--- config.mk ---
export PLATFORM = sky130hd
export DESIGN_NAME = mcdac_spi_regs
export DESIGN_NICKNAME = d
export VERILOG_FILES = /design/src/rtl/mcdac_pkg.sv /design/src/rtl/mcdac_spi_rx.sv /design/src/rtl/mcdac_regfile.sv /design/src/rtl/mcdac_rb_mux.sv /design/src/rtl/mcdac_spi_regs.sv
export SDC_FILE = /design/constraint.sdc
export NUM_CORES = 2
export LEC_CHECK = 0
export BUFFER_PORTS_ARGS = -buffer_cell sky130_fd_sc_hd__buf_2
export CORE_AREA = 4 4 585 587
export DETAILED_ROUTE_END_ITERATION = 16
export DIE_AREA = 0 0 589 591
export SLEW_MARGIN = 10
export SYNTH_ARGS = -nofsm -noshare
export SYNTH_HDL_FRONTEND = slang
export SYNTH_HIERARCHICAL = 1
export SYNTH_SLANG_ARGS = --single-unit
--- constraint.sdc ---
create_clock -name clk -period 3.8 [get_ports clk]
set_clock_uncertainty 0.15 [all_clocks]
set_input_delay 0.76 -clock clk [delete_from_list [all_inputs] [get_ports clk]]
set_output_delay 0.76 -clock clk [all_outputs]
set_load 0.05 [all_outputs]
--- src/rtl/mcdac_pkg.sv ---
package mcdac_pkg;
   localparam int FRAME_W  = 24;
   localparam int WORD_W   = 16;
   localparam int ADDR_W   = 6;
   localparam int CH_BASE  = 8;
   localparam int GOFS_W   = 14;
   localparam int MAX_REF  = 3;

   typedef enum logic [1:0] {
      CMD_SPECIAL = 2'd0,
      CMD_GAIN    = 2'd1,
      CMD_OFFSET  = 2'd2,
      CMD_DATA    = 2'd3
   } cmd_e;

   localparam logic [ADDR_W-1:0] SF_NOP   = 6'd0;
   localparam logic [ADDR_W-1:0] SF_CTRL  = 6'd1;
   localparam logic [ADDR_W-1:0] SF_GOFS0 = 6'd2;
   localparam logic [ADDR_W-1:0] SF_RBSEL = 6'd5;

   localparam logic [2:0] RB_CODE_A = 3'd0;
   localparam logic [2:0] RB_CODE_B = 3'd1;
   localparam logic [2:0] RB_OFS    = 3'd2;
   localparam logic [2:0] RB_GAIN   = 3'd3;
   localparam logic [2:0] RB_SF     = 3'd4;

   typedef struct packed {
      cmd_e              cmd;
      logic [ADDR_W-1:0] addr;
      logic [WORD_W-1:0] word;
   } frame_t;
endpackage

--- src/rtl/mcdac_spi_rx.sv ---
module mcdac_spi_rx
   import mcdac_pkg::*;
#(
   parameter int SYNC_STAGES = 2
) (
   input  logic               clk,
   input  logic               rst_n,
   input  logic               sclk,
   input  logic               cs_n,
   input  logic               mosi,
   input  logic [WORD_W-1:0]  tx_word,
   output logic               frm_end,
   output logic               frm_valid,
   output frame_t             frm,
   output logic               miso
);
   localparam int CNT_W   = 5;
   localparam int CNT_MAX = (1 << CNT_W) - 1;

   if (SYNC_STAGES < 2) begin : g_bad_sync
      $error("SYNC_STAGES must be at least 2");
   end

   logic [SYNC_STAGES-1:0] sclk_s, cs_s, mosi_s;
   logic sclk_d, cs_d;
   logic sclk_r, cs_r, mosi_r;
   logic [FRAME_W-1:0] rx_sh, tx_sh;
   logic [CNT_W-1:0]   bit_cnt;

   always_ff @(posedge clk or negedge rst_n) begin
      if (!rst_n) begin
         sclk_s <= '0;
         cs_s   <= '1;
         mosi_s <= '0;
         sclk_d <= 1'b0;
         cs_d   <= 1'b1;
      end else begin
         sclk_s <= {sclk_s[SYNC_STAGES-2:0], sclk};
         cs_s   <= {cs_s[SYNC_STAGES-2:0], cs_n};
         mosi_s <= {mosi_s[SYNC_STAGES-2:0], mosi};
         sclk_d <= sclk_s[SYNC_STAGES-1];
         cs_d   <= cs_s[SYNC_STAGES-1];
      end
   end

   assign sclk_r = sclk_s[SYNC_STAGES-1];
   assign cs_r   = cs_s[SYNC_STAGES-1];
   assign mosi_r = mosi_s[SYNC_STAGES-1];

   logic sclk_rise, sclk_fall, cs_fall, cs_rise;
   assign sclk_rise = sclk_r & ~sclk_d;
   assign sclk_fall = ~sclk_r & sclk_d;
   assign cs_fall   = ~cs_r & cs_d;
   assign cs_rise   = cs_r & ~cs_d;

   always_ff @(posedge clk or negedge rst_n) begin
      if (!rst_n) begin
         rx_sh   <= '0;
         bit_cnt <= '0;
      end else if (cs_fall) begin
         bit_cnt <= '0;
      end else if (!cs_r && sclk_rise) begin
         rx_sh <= {rx_sh[FRAME_W-2:0], mosi_r};
         if (bit_cnt != CNT_W'(CNT_MAX)) bit_cnt <= bit_cnt + 1'b1;
      end
   end

   always_ff @(posedge clk or negedge rst_n) begin
      if (!rst_n) begin
         frm_end   <= 1'b0;
         frm_valid <= 1'b0;
      end else begin
         frm_end   <= cs_rise;
         frm_valid <= cs_rise && (bit_cnt == CNT_W'(FRAME_W));
      end
   end

   always_ff @(posedge clk or negedge rst_n) begin
      if (!rst_n) tx_sh <= '0;
      else if (cs_fall) tx_sh <= {{(FRAME_W-WORD_W){1'b0}}, tx_word};
      else if (!cs_r && sclk_fall) tx_sh <= {tx_sh[FRAME_W-2:0], 1'b0};
   end

   assign frm  = rx_sh;
   assign miso = tx_sh[FRAME_W-1] & ~cs_r;
endmodule

--- src/rtl/mcdac_regfile.sv ---
module mcdac_regfile
   import mcdac_pkg::*;
#(
   parameter int NUM_CH     = 24,
   parameter int CH_PER_GRP = 8,
   parameter int NUM_REF    = 2,
   parameter int DATA_BITS  = 16
) (
   input  logic                               clk,
   input  logic                               rst_n,
   input  logic                               wr_en,
   input  frame_t                             frm,
   output logic [NUM_CH-1:0][WORD_W-1:0]      data_q,
   output logic [NUM_CH-1:0][WORD_W-1:0]      ofs_q,
   output logic [NUM_CH-1:0][WORD_W-1:0]      gain_q,
   output logic [NUM_REF-1:0][GOFS_W-1:0]     gofs_q,
   output logic [NUM_CH-1:0][GOFS_W-1:0]      ch_gofs,
   output logic                               pd_q
);
   localparam int          PAD_BITS = WORD_W - DATA_BITS;
   localparam logic [WORD_W-1:0] KEEP = ~((WORD_W'(1) << PAD_BITS) - WORD_W'(1));
   localparam logic [WORD_W-1:0] GAIN_RST = 16'hFFFF & KEEP;
   localparam logic [WORD_W-1:0] OFS_RST  = 16'h8000;

   logic sf_wr;
   assign sf_wr = wr_en && (frm.cmd == CMD_SPECIAL);

   for (genvar ch = 0; ch < NUM_CH; ch++) begin : g_ch
      localparam int GRP = ch / CH_PER_GRP;
      localparam int REF = (GRP >= NUM_REF) ? NUM_REF - 1 : GRP;
      logic hit;
      logic [WORD_W-1:0] d_r, o_r, g_r;
      assign hit = wr_en && (frm.addr == ADDR_W'(CH_BASE + ch));

      always_ff @(posedge clk or negedge rst_n) begin
         if (!rst_n) begin
            d_r <= '0;
            o_r <= OFS_RST;
            g_r <= GAIN_RST;
         end else if (hit) begin
            case (frm.cmd)
               CMD_DATA:   d_r <= frm.word & KEEP;
               CMD_OFFSET: o_r <= frm.word & KEEP;
               CMD_GAIN:   g_r <= frm.word & KEEP;
               default:    ;
            endcase
         end
      end

      assign data_q[ch]  = d_r;
      assign ofs_q[ch]   = o_r;
      assign gain_q[ch]  = g_r;
      assign ch_gofs[ch] = gofs_q[REF];
   end

   for (genvar r = 0; r < NUM_REF; r++) begin : g_ref
      logic [GOFS_W-1:0] v_r;
      always_ff @(posedge clk or negedge rst_n) begin
         if (!rst_n) v_r <= '0;
         else if (sf_wr && frm.addr == (SF_GOFS0 + ADDR_W'(r)))
            v_r <= frm.word[GOFS_W-1:0];
      end
      assign gofs_q[r] = v_r;
   end

   always_ff @(posedge clk or negedge rst_n) begin
      if (!rst_n) pd_q <= 1'b0;
      else if (sf_wr && frm.addr == SF_CTRL) pd_q <= frm.word[0];
   end
endmodule

--- src/rtl/mcdac_rb_mux.sv ---
module mcdac_rb_mux
   import mcdac_pkg::*;
#(
   parameter int NUM_CH  = 24,
   parameter int NUM_REF = 2
) (
   input  logic [2:0]                         sel_type,
   input  logic [ADDR_W-1:0]                  sel_addr,
   input  logic [NUM_CH-1:0][WORD_W-1:0]      data_q,
   input  logic [NUM_CH-1:0][WORD_W-1:0]      ofs_q,
   input  logic [NUM_CH-1:0][WORD_W-1:0]      gain_q,
   input  logic [NUM_REF-1:0][GOFS_W-1:0]     gofs_q,
   input  logic                               pd_q,
   output logic [WORD_W-1:0]                  value
);
   always_comb begin
      value = '0;
      case (sel_type)
         RB_CODE_A, RB_CODE_B: begin
            for (int ch = 0; ch < NUM_CH; ch++)
               if (sel_addr == ADDR_W'(CH_BASE + ch)) value = data_q[ch];
         end
         RB_OFS: begin
            for (int ch = 0; ch < NUM_CH; ch++)
               if (sel_addr == ADDR_W'(CH_BASE + ch)) value = ofs_q[ch];
         end
         RB_GAIN: begin
            for (int ch = 0; ch < NUM_CH; ch++)
               if (sel_addr == ADDR_W'(CH_BASE + ch)) value = gain_q[ch];
         end
         RB_SF: begin
            if (sel_addr == SF_CTRL) value = {{(WORD_W-1){1'b0}}, pd_q};
            for (int r = 0; r < NUM_REF; r++)
               if (sel_addr == SF_GOFS0 + ADDR_W'(r))
                  value = {{(WORD_W-GOFS_W){1'b0}}, gofs_q[r]};
         end
         default: value = '0;
      endcase
   end
endmodule

--- src/rtl/mcdac_spi_regs.sv ---
module mcdac_spi_regs
   import mcdac_pkg::*;
#(
   parameter int NUM_CH      = 24,
   parameter int CH_PER_GRP  = 8,
   parameter int NUM_REF     = 2,
   parameter int DATA_BITS   = 16,
   parameter int SYNC_STAGES = 2
) (
   input  logic                       clk,
   input  logic                       rst_n,
   input  logic                       spi_sclk,
   input  logic                       spi_cs_n,
   input  logic                       spi_mosi,
   output logic                       spi_miso,
   output logic                       power_down,
   output logic [NUM_CH*16-1:0]       chan_data,
   output logic [NUM_CH*16-1:0]       chan_offset,
   output logic [NUM_CH*16-1:0]       chan_gain,
   output logic [NUM_REF*14-1:0]      ref_offset,
   output logic [NUM_CH*14-1:0]       chan_ref_offset
);
   if (NUM_CH < 1 || CH_BASE + NUM_CH > (1 << ADDR_W)) begin : g_bad_ch
      $error("NUM_CH does not fit the channel address space");
   end
   if (NUM_REF < 1 || NUM_REF > MAX_REF) begin : g_bad_ref
      $error("NUM_REF must be 1 to 3");
   end
   if (CH_PER_GRP < 1) begin : g_bad_grp
      $error("CH_PER_GRP must be positive");
   end
   if (DATA_BITS < GOFS_W || DATA_BITS > WORD_W) begin : g_bad_bits
      $error("DATA_BITS must be 14 to 16");
   end

   logic   frm_end, frm_valid;
   frame_t frm;
   logic [WORD_W-1:0] rb_val, rb_hold;

   logic [NUM_CH-1:0][WORD_W-1:0]  data_q, ofs_q, gain_q;
   logic [NUM_REF-1:0][GOFS_W-1:0] gofs_q;
   logic [NUM_CH-1:0][GOFS_W-1:0]  ch_gofs;
   logic                           pd_q;

   mcdac_spi_rx #(.SYNC_STAGES(SYNC_STAGES)) u_rx (
      .clk(clk), .rst_n(rst_n), .sclk(spi_sclk), .cs_n(spi_cs_n),
      .mosi(spi_mosi), .tx_word(rb_hold), .frm_end(frm_end),
      .frm_valid(frm_valid), .frm(frm), .miso(spi_miso)
   );

   mcdac_regfile #(
      .NUM_CH(NUM_CH), .CH_PER_GRP(CH_PER_GRP),
      .NUM_REF(NUM_REF), .DATA_BITS(DATA_BITS)
   ) u_regs (
      .clk(clk), .rst_n(rst_n), .wr_en(frm_valid), .frm(frm),
      .data_q(data_q), .ofs_q(ofs_q), .gain_q(gain_q),
      .gofs_q(gofs_q), .ch_gofs(ch_gofs), .pd_q(pd_q)
   );

   mcdac_rb_mux #(.NUM_CH(NUM_CH), .NUM_REF(NUM_REF)) u_rb (
      .sel_type(frm.word[15:13]), .sel_addr(frm.word[12:7]),
      .data_q(data_q), .ofs_q(ofs_q), .gain_q(gain_q),
      .gofs_q(gofs_q), .pd_q(pd_q), .value(rb_val)
   );

   logic rb_sel;
   assign rb_sel = frm_valid && frm.cmd == CMD_SPECIAL && frm.addr == SF_RBSEL;

   always_ff @(posedge clk or negedge rst_n) begin
      if (!rst_n) rb_hold <= '0;
      else if (frm_end) rb_hold <= rb_sel ? rb_val : '0;
   end

   assign power_down      = pd_q;
   assign chan_data       = data_q;
   assign chan_offset     = ofs_q;
   assign chan_gain       = gain_q;
   assign ref_offset      = gofs_q;
   assign chan_ref_offset = ch_gofs;
endmodule

==> results.txt <==
status: complete, but fails checks
failing checks: negative setup slack
via count of the first global-routing pass: 51.5k
Worst Max-Slew Pin Slew: 1.23 ns
remaining number of nets flagged by the antenna check after routing: 0
internal power consumption: 23.0 mW
combinational family with the most area after synthesis: multiplexers
most frequent standard cell in the layout excluding fill and tap cells: buf_2
drt first-iter violations: 6,438
max cap viols: 0
x dimension of the die: 589 µm
CTS Root Buffer Type: clkbuf_16
net count after synthesis: 4,895
Final Hold Violating Endpoints: 0
drt drc: 0
Avg WL per Cell: 43.0 µm
row count: 213
leading cell types in the layout, fill and taps excluded: buf_2 (1,521), mux2_2 (1,200), dfrtp_1 (832)
Synth Area in Compound Gates: 0.0959
layout overhead on the synthesized area: 30.8%
vias per inst: 4.90
post-synthesis mux area share: 0.258
async set or reset register ratio after synthesis: 1.00
cell count after synthesis: 4,887
nature of the critical path endpoint: flip-flop
Final Slew Violations: 0
number of cells traversed by the worst hold path: 0
HPWL reported at the end of detailed placement: 372 mm
Cell variety after synth: 104
flops & latches, synth: 1,260
Max H-tree Level: 4
Max transition margin: 0.169
initial antenna violation count: 56
number of buffers on the longest clock path: 4
clock power share: 0.519
Worst EP arrival: 4.60 ns
Setup CP Type: reg2reg
yosys synthesis warning count: 6
power per cell area: 378 mW/mm²
effective utilization at floorplan: 0.186
simple-gate share of the synthesized area: 0.0564
combinational fraction of design power: 0.029
worst r2r path cells: 12
area share of fa/ha/maj cells after synthesis: 0.000599
post-synthesis cell area: 0.0627 mm²
Min Clock Period, post-route: 3.98 ns
insertion delay of the later-clocked pin in the worst-skew pair: 0.85 ns
clock-pin slew on the worst setup and hold paths: 0.06 ns
Final Routed Wirelength: 471 mm
clock sink total: 1,260
portion of the clock cycle consumed by the worst path in the final layout: 1.05
maximum ir drop on the vdd rail: 331 µV
required time worst endpoint: 4.43 ns
layout cells sized above 1: 0.649
xor/xnor share of the synthesized area: 0.000140
number of nets in the layout: 6,301
post-route non-filler standard cell count: 11.0k
kind of launch point of the worst setup path: flip-flop
most common flop cell mapped by yosys: dfrtp_1
I/O Buffers: 1,522
Max Fanout on Critical Path: 23
setup repair after global routing missed its margin: yes
number of buffers created by CTS: 159
Final Worst Setup Slack: -0.177 ns
Setup Viol. Count Final: 6
pin count of the biggest net entering global routing: 115
placer's final routability congestion estimate: 0.949
height of the chip: 591 µm
share of power burned in registers: 0.452
classification of the worst-slack hold path: reg2reg
Die Area: 0.348 mm²
switching power total: 7.95 mW
number of iterations in the first detailed-routing pass: 8
Static Leakage: 40.5 nW
total track usage: 0.258
TNS Setup: -0.387 ns
maximum frequency from static timing analysis: 0.251 GHz
share of synthesized area occupied by flip-flops and latches: 0.511
wire length of the first global-routing pass: 590 mm
overflow left after global routing: 0
cell total after placement: 10.6k
number of top-level pins: 1,523
hold slack final: 0.208 ns
vias after detailed routing: 53.7k
TritonCTS clock tree: done
total design power: 31.0 mW
Synth Area per Inst: 12.8 µm²
Core Area: 0.336 mm²
Sw Ratio: 0.257
number of flops mapped to enable cells by yosys: 0
-- worst max-delay path: stages, from the launching register on --
cell and delay [ns]:
dfrtp_4 0.51, buf_12 0.21, buf_12 0.25, buf_4 0.24
mux2i_1 0.08, o21ai_0 0.57, a22oi_1 0.23, buf_4 0.18
a21oi_1 0.48, a221o_1 0.40, o21ai_0 0.17, o211ai_1 0.15
a22o_1 0.17
-- path summary, 6_finish.rpt --
check                                               from                                  to  slack [ns]
worst max-delay path             u_rx/frm[8]$_DFFE_PN0P_             rb_hold[13]$_DFFE_PN0P_       -0.18
worst min-delay path            u_rx/mosi_s[0]$_DFF_PN0_            u_rx/mosi_s[1]$_DFF_PN0_        0.21
worst max register to register   u_rx/frm[8]$_DFFE_PN0P_             rb_hold[13]$_DFFE_PN0P_       -0.18
worst min register to register  u_rx/mosi_s[0]$_DFF_PN0_            u_rx/mosi_s[1]$_DFF_PN0_        0.21
max in group asynchronous                          rst_n  u_regs/g_ch[8].g_r[12]$_DFFE_PN1P_        1.87
min in group asynchronous                          rst_n  u_regs/g_ch[19].d_r[1]$_DFFE_PN0P_        0.37
-- kinds of logic (layout without fill, tap and decap cells) --
| logic type | after synthesis | count (layout) |
|---|---|---|
| AOI/OAI and AO/OA | 891 | 891 |
| xor gates and xnor gates | 1 | 1 |
| adders and majority gates | 3 | 3 |
| buffers and inverters | 795 | 2331 |
| DFF | 1260 | 1260 |
| muxes | 1380 | 1380 |
| other | 0 | 20 |
| and+or+nand+nor | 557 | 557 |
-- routing by layer --
| layer | wire length, µm | track usage | share of wire | vias to the layer above |
|---|---|---|---|---|
| li1 | - | - | - | 20600 |
| met1 | 182000 | 0.314 | 0.39 | 28500 |
| met2 | 213000 | 0.408 | 0.45 | 3828 |
| met3 | 52300 | 0.0992 | 0.11 | 824 |
| met4 | 23400 | 0.105 | 0.050 | 10 |
| met5 | 216 | 0 | 0.00046 | - |
-- registers in the layout, summed over array words and instances, names as in the netlist --
signal	flops
u_rx/sclk_s	2
u_rx/sclk_d	1
u_rx/tx_sh	24
u_rx/frm_valid	1
u_regs/pd_q	1
u_regs/g_ch.o_r	384
u_rx/cs_s	2
u_regs/g_ch.d_r	384
u_rx/frm_end	1
u_rx/frm	24
u_regs/g_ch.g_r	384
u_regs/g_ref.v_r	28
u_rx/mosi_s	2
u_rx/bit_cnt	5
u_rx/cs_d	1
rb_hold	16
-- layout make-up --
cell class | instances | area (µm²)
Multi-Input combinational cell | 2832 | 26500
Fill cell | 35900 | 254000
Antenna cell | 20 | 50.0
Tap cell | 4515 | 5650
Clock buffer | 240 | 4590
Inverter | 10 | 47.5
Sequential cell | 1260 | 32100
Clock inverter | 51 | 762
Timing Repair Buffer | 2030 | 12300
-- stage by stage --
step | utilization | setup WS, ns | area, µm²
after global placement | 0.226 | -0.522 | 76100
final | 0.244 | -0.177 | 82000
after global routing | 0.244 | -0.0115 | 81900
after CTS | 0.243 | -0.0669 | 81700
after floorplan | - | 1.07 | 62700
after detailed placement | 0.226 | -0.552 | 76100
-- what timing repair did --
item / in CTS / in global routing
hold buffers: 4 / 0
setup endpoints to repair: 11 / 16
gates cloned: 1 / 0
hold endpoints to repair: 30 / 0
setup buffers: 8 / 13
gates resized for setup: 31 / 31
pin swaps: 4 / 8
-- cell usage after synthesis, types with 80 or more instances --
| cell | n | area [µm²] |
|---|---|---|
| mux2_2 | 1200 | 13500 |
| dfrtp_1 | 849 | 21200 |
| dfstp_2 | 411 | 10800 |
| buf_4 | 390 | 2930 |
| o21ai_0 | 206 | 1030 |
| clkbuf_1 | 183 | 687 |
| a21oi_1 | 174 | 871 |
| nand2_1 | 155 | 582 |
| buf_2 | 153 | 766 |
| a22oi_1 | 130 | 976 |
| nor2_1 | 119 | 447 |
| mux2i_1 | 80 | 801 |
-- power by group through the flow --
stage,Combinational (mW),Clock (mW),Sequential [mW]
after CTS,0.896,16.3,14.0
after global placement,0.882,0,14.2
after global routing,0.947,16.8,14.0
after detailed placement,0.883,0,14.2
final,0.894,16.1,14.0
after floorplan,0.468,0,13.7
Power figures use the tool's default switching activity.
